File: config.mk
export PLATFORM = sky130hd
export DESIGN_NAME = wr_protect_ctrl
export DESIGN_NICKNAME = d
export VERILOG_FILES = /design/src/rtl/wp_pkg.sv /design/src/rtl/wp_bus_decode.sv /design/src/rtl/wp_ctrl_reg.sv /design/src/rtl/wp_gate.sv /design/src/rtl/wr_protect_ctrl.sv
export SDC_FILE = /design/constraint.sdc
export NUM_CORES = 1
export LEC_CHECK = 0
export ABC_CLOCK_PERIOD_IN_PS = 1330
export BUFFER_PORTS_ARGS = -buffer_cell sky130_fd_sc_hd__buf_2
export CORE_ASPECT_RATIO = 1.4
export CORE_UTILIZATION = 41
export CTS_BUF_LIST = sky130_fd_sc_hd__clkbuf_8 sky130_fd_sc_hd__clkbuf_16
export CTS_CLUSTER_DIAMETER = 40
export CTS_CLUSTER_SIZE = 8
export DETAILED_ROUTE_END_ITERATION = 16
export PLACE_DENSITY_LB_ADDON = 0.25
export SETUP_SLACK_MARGIN = 0.02
export SLEW_MARGIN = 0
export SYNTH_ARGS = -nofsm -noshare
export SYNTH_HDL_FRONTEND = slang
export SYNTH_SLANG_ARGS = --single-unit
File: constraint.sdc
create_clock -name clk -period 1.33 [get_ports clk]
set_input_delay 0.0665 -clock clk [delete_from_list [all_inputs] [get_ports clk]]
set_output_delay 0.0665 -clock clk [all_outputs]
set_load 0.02 [all_outputs]
File: src/rtl/wp_pkg.sv
package wp_pkg;

  // Next lock value: sticky set, no software clear.
  function automatic logic [15:0] f_next_lock(input logic [15:0] lock_old,
                                              input logic [15:0] wr_bits);
    f_next_lock = lock_old | wr_bits;
  endfunction

  // Next enable value: take written bit only where the target is unlocked.
  function automatic logic [15:0] f_next_en(input logic [15:0] en_old,
                                            input logic [15:0] lock_old,
                                            input logic [15:0] wr_bits);
    f_next_en = (en_old & lock_old) | (wr_bits & ~lock_old);
  endfunction

  // Write permission for one target.
  function automatic logic f_allow(input logic en, input logic lock);
    f_allow = en & ~lock;
  endfunction

endpackage

File: src/rtl/wp_bus_decode.sv
module wp_bus_decode #(
  parameter int ADDR_W    = 16,
  parameter int DATA_W    = 32,
  parameter logic [ADDR_W-1:0] CTRL_ADDR = 16'h1E80
) (
  input  logic [ADDR_W-1:0] bus_addr,
  input  logic              bus_we,
  input  logic [DATA_W-1:0] ctrl_word,
  output logic              ctrl_hit,
  output logic              ctrl_wr,
  output logic [DATA_W-1:0] bus_rdata
);

  always_comb begin
    ctrl_hit  = (bus_addr == CTRL_ADDR);
    ctrl_wr   = ctrl_hit & bus_we;
    bus_rdata = ctrl_hit ? ctrl_word : '0;
  end

endmodule

File: src/rtl/wp_ctrl_reg.sv
module wp_ctrl_reg
  import wp_pkg::*;
#(
  parameter int NUM_TGT = 16,
  localparam int DATA_W = 2 * NUM_TGT
) (
  input  logic               clk,
  input  logic               rst_n,
  input  logic               ctrl_wr,
  input  logic               other_wr,
  input  logic [DATA_W-1:0]  wdata,
  output logic [NUM_TGT-1:0] en_q,
  output logic [NUM_TGT-1:0] lock_q
);

  logic [NUM_TGT-1:0] en_nxt;
  logic [NUM_TGT-1:0] lock_nxt;

  always_comb begin
    lock_nxt = f_next_lock(lock_q, wdata[NUM_TGT-1:0]);
    en_nxt   = f_next_en(en_q, lock_q, wdata[DATA_W-1:NUM_TGT]);
  end

  always_ff @(posedge clk or negedge rst_n) begin
    if (!rst_n) begin
      en_q   <= '1;
      lock_q <= '0;
    end else if (ctrl_wr) begin
      en_q   <= en_nxt;
      lock_q <= lock_nxt;
    end
  end

  // a set lock bit never drops while out of reset
  p_lock_sticky_r3: assert property (@(posedge clk) disable iff (!rst_n)
    1'b1 |=> ((lock_q & $past(lock_q)) == $past(lock_q)));

  // an enable bit whose lock was already set cannot move
  p_en_frozen_r4: assert property (@(posedge clk) disable iff (!rst_n)
    1'b1 |=> (((en_q ^ $past(en_q)) & $past(lock_q)) == '0));

  // a write to another address leaves the word alone
  p_other_addr_r7: assert property (@(posedge clk) disable iff (!rst_n)
    other_wr |=> ($stable(en_q) && $stable(lock_q)));

endmodule

File: src/rtl/wp_gate.sv
module wp_gate
  import wp_pkg::*;
#(
  parameter int NUM_TGT = 16
) (
  input  logic [NUM_TGT-1:0] en_q,
  input  logic [NUM_TGT-1:0] lock_q,
  input  logic [NUM_TGT-1:0] wr_req,
  output logic [NUM_TGT-1:0] wr_ok,
  output logic [NUM_TGT-1:0] allow
);

  for (genvar g = 0; g < NUM_TGT; g++) begin : g_tgt
    always_comb begin
      allow[g] = f_allow(en_q[g], lock_q[g]);
      wr_ok[g] = wr_req[g] & allow[g];
    end
  end

endmodule

File: src/rtl/wr_protect_ctrl.sv
module wr_protect_ctrl #(
  parameter int NUM_TGT = 16,
  parameter int ADDR_W  = 16,
  parameter logic [ADDR_W-1:0] CTRL_ADDR = 16'h1E80,
  localparam int DATA_W = 2 * NUM_TGT
) (
  input  logic               clk,
  input  logic               rst_n,
  input  logic [ADDR_W-1:0]  bus_addr,
  input  logic               bus_we,
  input  logic [DATA_W-1:0]  bus_wdata,
  output logic [DATA_W-1:0]  bus_rdata,
  input  logic [NUM_TGT-1:0] tgt_wr_req,
  output logic [NUM_TGT-1:0] tgt_wr_ok,
  output logic [NUM_TGT-1:0] tgt_allow
);

  logic [NUM_TGT-1:0] en_q;
  logic [NUM_TGT-1:0] lock_q;
  logic [DATA_W-1:0]  ctrl_word;
  logic               ctrl_hit;
  logic               ctrl_wr;
  logic               other_wr;

  assign ctrl_word = {en_q, lock_q};
  assign other_wr  = bus_we & ~ctrl_hit;

  wp_bus_decode #(
    .ADDR_W(ADDR_W), .DATA_W(DATA_W), .CTRL_ADDR(CTRL_ADDR)
  ) u_dec (
    .bus_addr (bus_addr),
    .bus_we   (bus_we),
    .ctrl_word(ctrl_word),
    .ctrl_hit (ctrl_hit),
    .ctrl_wr  (ctrl_wr),
    .bus_rdata(bus_rdata)
  );

  wp_ctrl_reg #(.NUM_TGT(NUM_TGT)) u_reg (
    .clk     (clk),
    .rst_n   (rst_n),
    .ctrl_wr (ctrl_wr),
    .other_wr(other_wr),
    .wdata   (bus_wdata),
    .en_q    (en_q),
    .lock_q  (lock_q)
  );

  wp_gate #(.NUM_TGT(NUM_TGT)) u_gate (
    .en_q  (en_q),
    .lock_q(lock_q),
    .wr_req(tgt_wr_req),
    .wr_ok (tgt_wr_ok),
    .allow (tgt_allow)
  );

  // no strobe leaves without a request behind it
  p_ok_needs_req_r5: assert property (@(posedge clk) disable iff (!rst_n)
    ((tgt_wr_ok & ~tgt_wr_req) == '0));

  // a locked target never receives a strobe
  p_locked_blocks_r5: assert property (@(posedge clk) disable iff (!rst_n)
    ((tgt_wr_ok & lock_q) == '0));

  // status never claims a locked target is open
  p_allow_vs_lock_r6: assert property (@(posedge clk) disable iff (!rst_n)
    ((tgt_allow & lock_q) == '0));

endmodule

==> flow_summary.json <==
{
  "status": "finished clean",
  "power_leakage_nw": 1.84,
  "syn_to_final_growth_pct": 77.6,
  "antenna_found_initial": 0,
  "cts_root_buffer": "clkbuf_8",
  "fp.dieW_um": 58.7,
  "synth.distinct_cells": 18,
  "hold_class": "in -> reg",
  "crit_fanout": 3,
  "routed_wl_um": 5390,
  "vias_per_cell": 4.75,
  "insertion_delay_ns": 0.28,
  "start_util": 0.432,
  "layout_common_cells": "buf_2, buf_6, and2_1, and2_4, dlygate4sd3_1",
  "grt_use_total": 0.200,
  "rsz0062_at_grt": "true",
  "hold_viol": 0,
  "fin_setup_tns_ns": 0,
  "drive_gt1_frac": 0.708,
  "whs_ns": 0.0118,
  "tightest_slew_ns": 0.715,
  "drt-pass1-iter-count": 4,
  "cts_made_buffers": 5,
  "post-route-period-util": 0.994,
  "layout_commonest_cell": "buf_2",
  "syn_nets": 226,
  "drt_iter0_drc": 39,
  "cpMaxStageDelayCell": "dfstp_2",
  "fin_nets": 385,
  "rows": 28,
  "grt_pass1_wl_um": 7110,
  "cpPeakStageDelay_ns": 0.55,
  "synth.cell_area_um2": 1850,
  "cts.sinks": 32,
  "power.density_nw_per_um2": 585,
  "die_h_um": 81.4,
  "avgSynthCellArea_um2": 11.6,
  "htree_levels": 2,
  "setup_viol": 0,
  "critPathRequiredTime_ns": 1.26,
  "grt_max_degree": 33,
  "dpl.hpwl_um": 3250,
  "coreArea_um2": 4270,
  "dieArea_um2": 4780,
  "critical_path_buf_inv_count": 1,
  "dp.cells": 345,
  "synthesis.instances": 159,
  "numPortBuffers": 130,
  "grt_remaining_overflow": 0,
  "crit_family": "flip-flops",
  "slew-limit-headroom": 0.523,
  "period_minus_slack_ns": 1.32,
  "yosys_warnings": 0,
  "cp-start-kind": "flip-flop",
  "post-place-ws_ns": -0.0625,
  "grt_pass1_vias": 1618,
  "route.detailed.drc": 0,
  "max-vdd-ir-drop_v": 0.000483,
  "path_clk_slew_ns": 0.07,
  "finalNonFillerCells": 379,
  "vias": 1802,
  "cp-end-kind": "output port",
  "skew_ns": 0.00180,
  "cp_cell_sequence": "nor2b_4, and2_4, buf_6",
  "nFillCells": 322,
  "maxSlewViolCount": 0,
  "ant_nets": 0,
  "ys_seq_area_frac": 0.444,
  "gp_congestion": 0.725,
  "io_pins": 131,
  "clockBufferDepth": 2,
  "ys_seq_elements": 32,
  "wl_per_cell_um": 14.2,
  "diodes": 0,
  "maxCapViolations": 0,
  "cts_tree": "yes",
  "setup_ws_ns": 0.00817,
  "timing.fmax_mhz": 757,
  "cp_data_arrival_time_ns": 1.26,
  "criticalPathCategory": "reg -> out"
}
-- synthesized netlist by cell type --
cell type / number / share of area
clkbuf_8: 1 / 0.0075
and2_1: 49 / 0.17
nand3b_1: 16 / 0.065
buf_4: 1 / 0.0041
nor2b_1: 16 / 0.054
mux2_4: 15 / 0.12
and4bb_1: 1 / 0.0068
buf_6: 3 / 0.018
nor4b_2: 1 / 0.0081
dfrtp_1: 16 / 0.22
mux2_2: 1 / 0.0061
and4_4: 1 / 0.0061
bufbuf_8: 1 / 0.010
nor4_1: 1 / 0.0034
and4bb_2: 1 / 0.0068
a21o_1: 16 / 0.065
clkbuf_1: 3 / 0.0061
dfstp_2: 16 / 0.23
-- worst paths after layout --
path / slack [ns] / to / depth (start not counted) / from
max: 0.008 / tgt_wr_ok[9] / 3 / flip-flop
min: 0.01 / flip-flop / 2 / bus_wdata[28]
max reg2reg: 0.28 / flip-flop / 2 / u_reg.lock_q[12]
min reg2reg: 0.55 / u_reg.lock_q[2] / 1 / u_reg.lock_q[2]
max in group asynchronous: 0.50 / u_reg.lock_q[11] / 2 / rst_n
min in group asynchronous: 0.37 / u_reg.lock_q[2] / 2 / rst_n
-- cell type report --
class	instances	area, um^2	share of cell area
clock inverters	2	7.51	0.00229
well taps	60	75.1	0.0229
flip-flops and latches	32	821	0.250
multi-input cells	118	1140	0.346
clock buffers	6	82.6	0.0252
repair buffers	161	1160	0.353
-- cells by family (layout without fill, tap and decap cells) --
family / after synthesis / count (layout) / share of synthesized area
AO/OA/AOI/OAI: 16 / 16 / 0.0650
buffers and inverters: 9 / 169 / 0.0461
flip-flops: 32 / 32 / 0.444
multiplexers: 16 / 16 / 0.128
AND/OR/NAND/NOR: 86 / 86 / 0.316
-- metal layers --
layer	GRT usage	routed length, um
met5	0	0
met4	0.0571	87
met3	0.0535	322
met2	0.367	3040
met1	0.222	1940
-- power by group --
group	total (W)	switching [W]	internal (W)
registers	0.000977	0.000000382	0.000976
clock network	0.000760	0.000354	0.000406
logic	0.000183	0.0000693	0.000114
-- stage by stage --
step / utilization / area [um^2] / power (W)
after floorplan: - / 1850 / 0.00102
final: 0.768 / 3280 / 0.00192
after global placement: 0.597 / 2550 / 0.00112
after global routing: 0.768 / 3280 / 0.00199
after CTS: 0.680 / 2910 / 0.00192
after detailed placement: 0.597 / 2550 / 0.00112
-- what timing repair did --
item                                    4_1_cts  5_1_grt
hold endpoints to repair                     32        0
endpoints found under the setup margin       20       30
gates resized for setup                      24       88
gates cloned                                  0        1
buffers inserted                              3        5
hold buffers                                 17        0
pin swaps                                     1       13
-- worst reg2reg max path, stage by stage (launching register included) --
cell	delay (ns)
dfrtp_1	0.45
nand3b_1	0.22
mux2_4	0.32
No activity file was read; power rests on OpenSTA's default activity.
